--- config.mk ---
export PLATFORM = sky130hd
export DESIGN_NAME = hd_tx_coll_ctrl
export DESIGN_NICKNAME = d
export VERILOG_FILES = /design/src/rtl/hd_tx_pkg.sv /design/src/rtl/hd_tx_defer.sv /design/src/rtl/hd_tx_window.sv /design/src/rtl/hd_tx_jam.sv /design/src/rtl/hd_tx_coll_ctrl.sv
export SDC_FILE = /design/constraint.sdc
export NUM_CORES = 1
export LEC_CHECK = 0
export BUFFER_PORTS_ARGS = -buffer_cell sky130_fd_sc_hd__buf_2
export CAP_MARGIN = 0
export CORE_AREA = 2 2 45 79
export DETAILED_ROUTE_END_ITERATION = 6
export DIE_AREA = 0 0 47 81
export GPL_ROUTABILITY_DRIVEN = 0
export MAX_ROUTING_LAYER = met4
export PLACE_DENSITY = 0.7
export SKIP_CTS_REPAIR_TIMING = 1
export SYNTH_ARGS = -nofsm -noshare
export SYNTH_HDL_FRONTEND = slang
export SYNTH_SLANG_ARGS = --single-unit
--- constraint.sdc ---
create_clock -name clk_i -period 4.7 [get_ports clk_i]
set_input_delay 0.47 -clock clk_i [delete_from_list [all_inputs] [get_ports clk_i]]
set_output_delay 0.47 -clock clk_i [all_outputs]
set_load 0.03 [all_outputs]
--- src/rtl/hd_tx_pkg.sv ---
package hd_tx_pkg;
  typedef enum logic [1:0] {ST_IDLE, ST_TX, ST_JAM} tx_state_e;
endpackage

--- src/rtl/hd_tx_defer.sv ---
module hd_tx_defer #(
  parameter int IFG1 = 15,
  parameter int IFG2 = 9
) (
  input  logic clk_i,
  input  logic rst_ni,
  input  logic clr_i,
  input  logic crs_i,
  output logic ready_o
);
  localparam int TOTAL = IFG1 + IFG2;
  localparam int W = $clog2(TOTAL + 1);
  localparam logic [W-1:0] P1_C  = W'(IFG1);
  localparam logic [W-1:0] TOT_C = W'(TOTAL);

  logic [W-1:0] cnt_q;

  always_ff @(posedge clk_i or negedge rst_ni) begin
    if (!rst_ni)               cnt_q <= '0;
    else if (clr_i)            cnt_q <= '0;
    else if (cnt_q < P1_C)     cnt_q <= crs_i ? '0 : cnt_q + 1'b1;
    else if (cnt_q < TOT_C)    cnt_q <= cnt_q + 1'b1;  // phase 2 ignores carrier
    else if (crs_i)            cnt_q <= '0;
  end

  assign ready_o = (cnt_q == TOT_C);


  phase1_restart_chk: assert property (@(posedge clk_i) disable iff (!rst_ni)
    (!clr_i && crs_i && cnt_q < P1_C) |=> (cnt_q == '0));

  phase2_hold_chk: assert property (@(posedge clk_i) disable iff (!rst_ni)
    (!clr_i && cnt_q >= P1_C && cnt_q < TOT_C) |=> (cnt_q == $past(cnt_q) + 1'b1));
endmodule

--- src/rtl/hd_tx_window.sv ---
module hd_tx_window #(
  parameter int WIN = 128
) (
  input  logic clk_i,
  input  logic rst_ni,
  input  logic start_i,
  input  logic sfd_i,
  output logic late_o
);
  localparam int W = $clog2(WIN + 1);
  localparam logic [W-1:0] WIN_C = W'(WIN);

  logic [W-1:0] cnt_q;
  logic         run_q;

  always_ff @(posedge clk_i or negedge rst_ni) begin
    if (!rst_ni) begin
      cnt_q <= '0;
      run_q <= 1'b0;
    end else if (start_i) begin
      cnt_q <= '0;
      run_q <= 1'b0;
    end else if (sfd_i) begin
      cnt_q <= '0;
      run_q <= 1'b1;
    end else if (run_q && cnt_q != WIN_C) begin
      cnt_q <= cnt_q + 1'b1;
    end
  end

  assign late_o = run_q && (cnt_q == WIN_C);


  late_sticky_chk: assert property (@(posedge clk_i) disable iff (!rst_ni)
    (late_o && !start_i && !sfd_i) |=> late_o);
endmodule

--- src/rtl/hd_tx_jam.sv ---
module hd_tx_jam #(
  parameter int JAM = 8
) (
  input  logic clk_i,
  input  logic rst_ni,
  input  logic run_i,
  output logic last_o
);
  localparam int W = $clog2(JAM);
  localparam logic [W-1:0] LAST_C = W'(JAM - 1);

  logic [W-1:0] cnt_q;

  always_ff @(posedge clk_i or negedge rst_ni) begin
    if (!rst_ni)     cnt_q <= '0;
    else if (!run_i) cnt_q <= '0;
    else             cnt_q <= cnt_q + 1'b1;
  end

  assign last_o = run_i && (cnt_q == LAST_C);


  jam_step_chk: assert property (@(posedge clk_i) disable iff (!rst_ni)
    (run_i && !last_o) |=> (cnt_q == $past(cnt_q) + 1'b1));
endmodule

--- src/rtl/hd_tx_coll_ctrl.sv ---
module hd_tx_coll_ctrl
  import hd_tx_pkg::*;
#(
  parameter int IFG1_NIB = 15,
  parameter int IFG2_NIB = 9,
  parameter int WIN_NIB  = 128,
  parameter int JAM_NIB  = 8,
  parameter int FCS_NIB  = 8,
  parameter int TAIL_NIB = 3,
  parameter int RTRY_W   = 4
) (
  input  logic              clk_i,
  input  logic              rst_ni,
  input  logic              tx_req_i,
  input  logic              crs_i,
  input  logic              col_i,
  input  logic              pre_done_i,
  input  logic              sfd_sent_i,
  input  logic              fcs_active_i,
  input  logic              last_nib_i,
  input  logic              lc_irq_en_i,
  input  logic              lc_clr_i,
  output logic              tx_start_o,
  output logic              jam_o,
  output logic              retry_o,
  output logic              abort_o,
  output logic              late_col_o,
  output logic              irq_o,
  output logic [RTRY_W-1:0] retry_cnt_o
);
  localparam int FW = $clog2(FCS_NIB + 1);
  localparam logic [FW-1:0] TAIL_C = FW'(FCS_NIB - TAIL_NIB);
  localparam logic [FW-1:0] FMAX_C = FW'(FCS_NIB);
  localparam logic [RTRY_W-1:0] RMAX_C = '1;

  tx_state_e         state_q;
  logic              pre_ok_q, col_pend_q, col_late_q, late_q;
  logic [FW-1:0]     fcs_cnt_q;
  logic [RTRY_W-1:0] rtry_q;
  logic              defer_ready, win_late, jam_last;
  logic              in_tx, tail_ign, col_hit, col_seen, to_jam, frame_done;

  hd_tx_defer #(.IFG1(IFG1_NIB), .IFG2(IFG2_NIB)) i_defer (
    .clk_i, .rst_ni, .clr_i(state_q != ST_IDLE), .crs_i, .ready_o(defer_ready));

  hd_tx_window #(.WIN(WIN_NIB)) i_window (
    .clk_i, .rst_ni, .start_i(tx_start_o), .sfd_i(sfd_sent_i && in_tx), .late_o(win_late));

  hd_tx_jam #(.JAM(JAM_NIB)) i_jam (
    .clk_i, .rst_ni, .run_i(state_q == ST_JAM), .last_o(jam_last));

  assign in_tx      = (state_q == ST_TX);
  assign tx_start_o = (state_q == ST_IDLE) && defer_ready && tx_req_i && !crs_i;
  assign tail_ign   = fcs_active_i && (fcs_cnt_q >= TAIL_C);
  assign col_hit    = in_tx && col_i && !tail_ign;
  assign col_seen   = col_hit || col_pend_q;
  // jam waits for the preamble to finish
  assign to_jam     = in_tx && col_seen && (pre_ok_q || pre_done_i);
  assign frame_done = in_tx && last_nib_i && !col_seen;

  always_ff @(posedge clk_i or negedge rst_ni) begin
    if (!rst_ni) begin
      state_q    <= ST_IDLE;
      pre_ok_q   <= 1'b0;
      col_pend_q <= 1'b0;
      col_late_q <= 1'b0;
      fcs_cnt_q  <= '0;
    end else begin
      unique case (state_q)
        ST_IDLE: if (tx_start_o) begin
          state_q    <= ST_TX;
          pre_ok_q   <= 1'b0;
          col_pend_q <= 1'b0;
          col_late_q <= 1'b0;
          fcs_cnt_q  <= '0;
        end
        ST_TX: begin
          if (pre_done_i) pre_ok_q <= 1'b1;
          if (fcs_active_i && fcs_cnt_q != FMAX_C) fcs_cnt_q <= fcs_cnt_q + 1'b1;
          if (col_hit && !col_pend_q) begin
            col_pend_q <= 1'b1;
            col_late_q <= win_late;
          end
          if (to_jam)          state_q <= ST_JAM;
          else if (frame_done) state_q <= ST_IDLE;
        end
        ST_JAM: if (jam_last) state_q <= ST_IDLE;
        default: state_q <= ST_IDLE;
      endcase
    end
  end

  assign jam_o   = (state_q == ST_JAM);
  assign retry_o = jam_last && !col_late_q;
  assign abort_o = jam_last && col_late_q;

  always_ff @(posedge clk_i or negedge rst_ni) begin
    if (!rst_ni)                        rtry_q <= '0;
    else if (abort_o || frame_done)     rtry_q <= '0;
    else if (retry_o && rtry_q != RMAX_C) rtry_q <= rtry_q + 1'b1;
  end

  always_ff @(posedge clk_i or negedge rst_ni) begin
    if (!rst_ni)       late_q <= 1'b0;
    else if (abort_o)  late_q <= 1'b1;   // set beats clear
    else if (lc_clr_i) late_q <= 1'b0;
  end

  assign late_col_o  = late_q;
  assign irq_o       = late_q && lc_irq_en_i;
  assign retry_cnt_o = rtry_q;


  abort_flag_chk: assert property (@(posedge clk_i) disable iff (!rst_ni)
    abort_o |=> (late_col_o && retry_cnt_o == '0));

  retry_inc_chk: assert property (@(posedge clk_i) disable iff (!rst_ni)
    (retry_o && retry_cnt_o != RMAX_C) |=> (retry_cnt_o == $past(retry_cnt_o) + 1'b1));

  jam_after_pre_chk: assert property (@(posedge clk_i) disable iff (!rst_ni)
    $rose(jam_o) |-> $past(pre_ok_q || pre_done_i));

  flag_hold_chk: assert property (@(posedge clk_i) disable iff (!rst_ni)
    (late_col_o && !lc_clr_i) |=> late_col_o);

  tail_end_chk: assert property (@(posedge clk_i) disable iff (!rst_ni)
    (in_tx && last_nib_i && !col_pend_q) |=> (!jam_o && !tx_start_o || state_q == ST_IDLE));
endmodule

Word level (Yosys, flattened, before mapping). Index checks and enable logic that the tools add are counted.

Bits in registers: 31. Input bits: 11. Output and inout bits: 10. Word-level logic and storage cells: 103.

Add/subtract/negate cells: 5. $lt $le $gt $ge: 3. Equality and inequality tests: 14. Muxes and demuxes: 30. Reductions and logical operators: 40.

Operator list (count): 5-bit 2-to-1 mux (5); 8-bit 2-to-1 mux (3); 1-bit logical AND (20); 4-bit 2-to-1 mux (4); 3-bit AND reduction (4); 2-bit nonzero test (5); 4-bit by 1-bit adder with 4-bit output (second input constant) (2); 8-bit by 1-bit adder with 8-bit output (second input constant) (1); 8-bit == test (second input constant) (1); 1-bit 2-to-1 mux (8); 2-bit 2-to-1 mux (4); 4-bit inequality test (second input constant) (2); 8-bit inequality test (second input constant) (1); 4-bit case mux with 2 select lines (1); 2-bit inequality test (second input constant) (3); 1-bit case mux with 2 select lines (3); 2-bit case mux with 3 select lines (1); 5-bit by 1-bit adder with 5-bit output (second input constant) (1); 5-bit == test (second input constant) (1); 1-bit logical NOT (5); 5-bit by 4-bit less-than comparator with 1-bit output (second input constant) (1); 5-bit less-than comparator (second input constant) (1); 4-bit by 3-bit greater-or-equal comparator with 1-bit output (second input constant) (1); 2-bit by 1-bit inequality test with 1-bit output (second input constant) (2); 10 further kinds (12).

Longest topological paths before layout.
Depth in word-level cells: 10. Gate-level depth with buffers: 8. Mapped depth without buffers: 7.

By module. From an unflattened synthesis, not the netlist that was laid out.

Cells, all modules: 179. Area total of the unflattened synthesis: 1736.7 um2.

Modules (own cells, without submodules): hd_tx_coll_ctrl (instances 1, cells an instance 82, area an instance 780.7 um2, seq. area each 350.3 um2); hd_tx_window (instances 1, cells an instance 51, area an instance 485.5 um2, seq. area each 225.2 um2); hd_tx_defer (instances 1, cells an instance 37, area an instance 342.8 um2, seq. area each 125.1 um2); hd_tx_jam (instances 1, cells an instance 9, area an instance 127.6 um2, seq. area each 75.1 um2).

Worst setup path before layout. Ideal clock, no wire load.

Path kind: register -> output. From: register state_q[1]. To: output port abort_o. Data arrival time: 1373 ps. Required time: 4230 ps. Path slack: 2857 ps. Cell stages (with the launch flop): 4. Path buffers: 0. Cells stage by stage: dfrtp_1 > or2b_2 > inv_1 > and3_1.

Word-level cells in the longest chain between the ends: 3.

Ends and longest elaborated chain: start, declared (RTL line hd_tx_coll_ctrl.sv:36) `tx_state_e state_q;`; start signal, assigned (RTL line hd_tx_coll_ctrl.sv:63) `state_q <= ST_IDLE;`; start signal, assigned (RTL line hd_tx_coll_ctrl.sv:71) `state_q <= ST_TX;`; start signal, assigned (RTL line hd_tx_coll_ctrl.sv:84) `if (to_jam) state_q <= ST_JAM;`; 2-bit == test; via jam_o (RTL line hd_tx_coll_ctrl.sv:24) `output logic jam_o,`; 1-bit logical AND (RTL line hd_tx_jam.sv:20) `assign last_o = run_i && (cnt_q == LAST_C);`; 1-bit logical AND (RTL line hd_tx_coll_ctrl.sv:95) `assign abort_o = jam_last && col_late_q;`; end, declared (RTL line hd_tx_coll_ctrl.sv:26) `output logic abort_o,`.

The timed path passes the listed nets, and every way through them passes these cells.

Worst setup path in the final report.
From: register i_defer.cnt_q[0]. To: output port tx_start_o.

Word-level cells in the longest chain between the ends: 4.

Ends and longest elaborated chain: start, declared (RTL line hd_tx_defer.sv:16) `logic [W-1:0] cnt_q;`; start signal, assigned (RTL line hd_tx_defer.sv:21) `else if (cnt_q < P1_C) cnt_q <= crs_i ? '0 : cnt_q + 1'b1;`; start signal, assigned (RTL line hd_tx_defer.sv:22) `else if (cnt_q < TOT_C) cnt_q <= cnt_q + 1'b1;`; 5-bit == test (RTL line hd_tx_defer.sv:26) `assign ready_o = (cnt_q == TOT_C);`; 1-bit logical AND (3 in series) (RTL line hd_tx_coll_ctrl.sv:53) `assign tx_start_o = (state_q == ST_IDLE) && defer_ready && tx_req_i && !crs_i;`; end, declared (RTL line hd_tx_coll_ctrl.sv:23) `output logic tx_start_o,`.

Every way passes these cells.

==> results.sh <==
export IMPL_ys_seq_area_frac=0.463
export IMPL_end_kind="output port"
export IMPL_rsz0062_at_grt="false"
export IMPL_stdcell_area_um2=1940
export IMPL_cp_max_fo=6
export IMPL_mostFrequentLayoutCell="dfrtp_1"
export IMPL_initial_utilization=0.520
export IMPL_drt_iter0_drc=27
export IMPL_grt_max_degree=32
export IMPL_io_buffer_count=20
export IMPL_die_w_um=47
export IMPL_ys_types=42
export IMPL_crit_slowest_cell="or4_4"
export IMPL_timing_rr_start="i_defer.cnt_q[0]$_DFFE_PN0P_"
export IMPL_antennaDiodeCount=0
export IMPL_startpoint_type="register"
export IMPL_avgSynthCellArea_um2=10.1
export IMPL_num_vias=1275
export IMPL_slew_headroom=0.539
export IMPL_finalHoldViolCount=0
export IMPL_fin_setup_tns_ns=0
export IMPL_grt_pass1_wl_mm=5.23
export IMPL_synth_warnings=0
export IMPL_synth_net_count=187
export IMPL_netlist_instances=166
export IMPL_ys_ff_latch=31
export IMPL_cts_htree_levels=2
export IMPL_chipHeight_um=81
export IMPL_ys_top_cells_by_area="dfrtp_1, ha_1, xor2_1, nor2_1, nand2_1"
export IMPL_finalSetupViolations=0
export IMPL_cts_root_buf="clkbuf_8"
export IMPL_crit_end="tx_start_o"
export IMPL_wire_per_inst_um=13.2
export IMPL_rr_worst_depth=7
export IMPL_status="finished clean"
export IMPL_track_usage=0.198
export IMPL_cpPeakStageDelay_ns=0.51
export IMPL_ir_worst_vdd_uv=292
export IMPL_clock_tree_buffer_depth=2
export IMPL_numCtsBuffers=5
export IMPL_fmax_mhz=443
export IMPL_maxCapViolCount=0
export IMPL_worstPathCellList="inv_1, ha_1, nand4bb_1, or4_4, clkinv_8, buf_2"
export IMPL_dp_hpwl_mm=2.43
export IMPL_path_class="reg -> out"
export IMPL_layout_common_cells="dfrtp_1, buf_2, nor2_1"
export IMPL_worst_endpoint_required_ns=4.23
export IMPL_clock_sinks=31
export IMPL_period_share=0.481
export IMPL_regToRegSetupSlack_ns=2.96
export IMPL_crit_start="i_defer.cnt_q[0]$_DFFE_PN0P_"
export IMPL_clk_pin_slew_ns=0.06
export IMPL_tightest_slew_ns=0.685
export IMPL_routed_wl_mm=3.15
export IMPL_core_um2=3220
export IMPL_synth_top_area_cell="dfrtp_1"
export IMPL_fin_worst_skew_ns=0.00906
export IMPL_viasPerCell=5.36
export IMPL_drive_gt1_frac=0.202
export IMPL_p_leak_uw=0.000930
export IMPL_grt_remaining_overflow=0
export IMPL_final_core_util=0.601
export IMPL_postRouteAntennaNets=0
export IMPL_powerDensity_nw_per_um2=347
export IMPL_synth_top_cell_area_share=0.463
export IMPL_drt_drc_violations_left=0
export IMPL_finalMaxSlewViolations=0
export IMPL_fin_crit_ns=2.26
export IMPL_area_growth_synth_to_final_pct=15.7
export IMPL_io_pins=21
export IMPL_cts_tree="built"
export IMPL_synth_area_um2=1680
export IMPL_detailed_place_area_um2=1820
export IMPL_die_area_um2=3810
export IMPL_timing_rr_end="fcs_cnt_q[0]$_DFFE_PN0P_"
export IMPL_firstDrtPassIters=4
export IMPL_antenna_found_initial=0
export IMPL_rows=28
export IMPL_hp_class="in -> async"
export IMPL_cp_arrival_ns=1.79
export IMPL_clk_latency_ns=0.28
export IMPL_nNetsFinal=213
export IMPL_grt_pass1_vias=1260
-- critical path: cells and delay by family, from the launching register on --
family	cells	cell delay, ns
buffers and inverters	3	0.35
and+or+nand+nor	2	0.61
DFF	1	0.42
adders and majority gates	1	0.14
-- kinds of logic (layout without fill, tap and decap cells) --
group	count (synthesis)	in the layout	synth area share
AND/OR/NAND/NOR	75	75	0.242
flip-flops	31	31	0.463
adder cells (fa/ha/maj)	10	10	0.0747
XOR/XNOR	9	9	0.0471
buffers and inverters	14	41	0.0433
multiplexers	4	4	0.0269
AO/OA/AOI/OAI	23	23	0.103
-- cell usage after synthesis --
| cell | instances |
|---|---|
| nor4b_1 | 1 |
| and4bb_4 | 1 |
| or4_4 | 1 |
| xnor2_1 | 1 |
| nor4_1 | 3 |
| nand4bb_1 | 2 |
| mux2i_1 | 3 |
| nor3_1 | 5 |
| dfrtp_1 | 31 |
| buf_6 | 1 |
| a211oi_1 | 1 |
| a21o_2 | 1 |
| o21bai_1 | 2 |
| and4_1 | 1 |
| o211a_1 | 1 |
| o211ai_1 | 1 |
| inv_1 | 12 |
| o31a_1 | 1 |
| mux2_4 | 1 |
| a21oi_1 | 5 |
| or2b_2 | 1 |
| xor2_1 | 8 |
| nor2_1 | 18 |
| o21ai_0 | 3 |
| nand2_2 | 1 |
| a21o_1 | 2 |
| and4b_1 | 1 |
| or2b_1 | 1 |
| clkinv_8 | 1 |
| nor2b_1 | 3 |
| nand3_1 | 7 |
| o22ai_1 | 1 |
| and3_1 | 4 |
| ha_1 | 10 |
| nand3b_1 | 1 |
| o41ai_2 | 1 |
| o311ai_1 | 1 |
| nand4_1 | 4 |
| and2_1 | 3 |
| a31o_2 | 1 |
| a22o_2 | 2 |
| nand2_1 | 17 |
-- routing by layer --
layer	vias to the layer above	part of all wire	track usage
met1	624	0.40	0.197
met3	7	0.024	0.0489
met4	0	0.019	0.0944
met2	14	0.56	0.342
met5	-	0	-
li1	630	-	-
-- metrics by stage --
stage	total power [uW]	hold slack (ns)	std cells	setup WS (ns)
after floorplan	378	0.174	166	2.86
after global placement	409	0.428	230	2.76
after detailed placement	414	0.451	230	2.74
after CTS	685	0.244	238	2.43
after global routing	713	0.277	238	2.37
final	672	0.232	238	2.44
-- power breakdown --
part           switching (uW)  total, uW  internal [uW]
clock                    94.6        266            171
sequential               22.0        311            289
combinational            59.5       95.8           36.4
total                     176        672            496
-- layout make-up --
cell class	count	area [um^2]
Fill cell	297	1280
Multi-Input combinational cell	121	827
Sequential cell	31	776
Timing Repair Buffer	20	100
Clock buffer	6	82.6
Inverter	13	61.3
Tap cell	45	56.3
Clock inverter	2	35.0
-- worst min-delay path by stage --
| stage | cells after the start | slack [ns] | endpoint | from |
|---|---|---|---|---|
| floorplan | 0 | 0.17 | col_late_q$_DFFE_PN0P_ | rst_ni |
| global placement | 1 | 0.43 | i_jam.cnt_q[0]$_DFF_PN0_ | i_jam.cnt_q[0]$_DFF_PN0_ |
| detailed placement | 1 | 0.45 | i_jam.cnt_q[0]$_DFF_PN0_ | i_jam.cnt_q[0]$_DFF_PN0_ |
| CTS | 1 | 0.24 | i_defer.cnt_q[3]$_DFFE_PN0P_ | rst_ni |
| global route | 1 | 0.28 | i_window.run_q$_DFFE_PN0P_ | rst_ni |
| finish | 1 | 0.23 | i_defer.cnt_q[4]$_DFFE_PN0P_ | rst_ni |
-- sequential cells by signal (all words and copies together), names as in the netlist --
signal	flops
i_window.cnt_q	8
late_col_o	1
fcs_cnt_q	4
i_window.run_q	1
pre_ok_q	1
i_jam.cnt_q	3
state_q	2
col_pend_q	1
retry_cnt_o	4
col_late_q	1
i_defer.cnt_q	5
(Power assumes the default switching activity.)
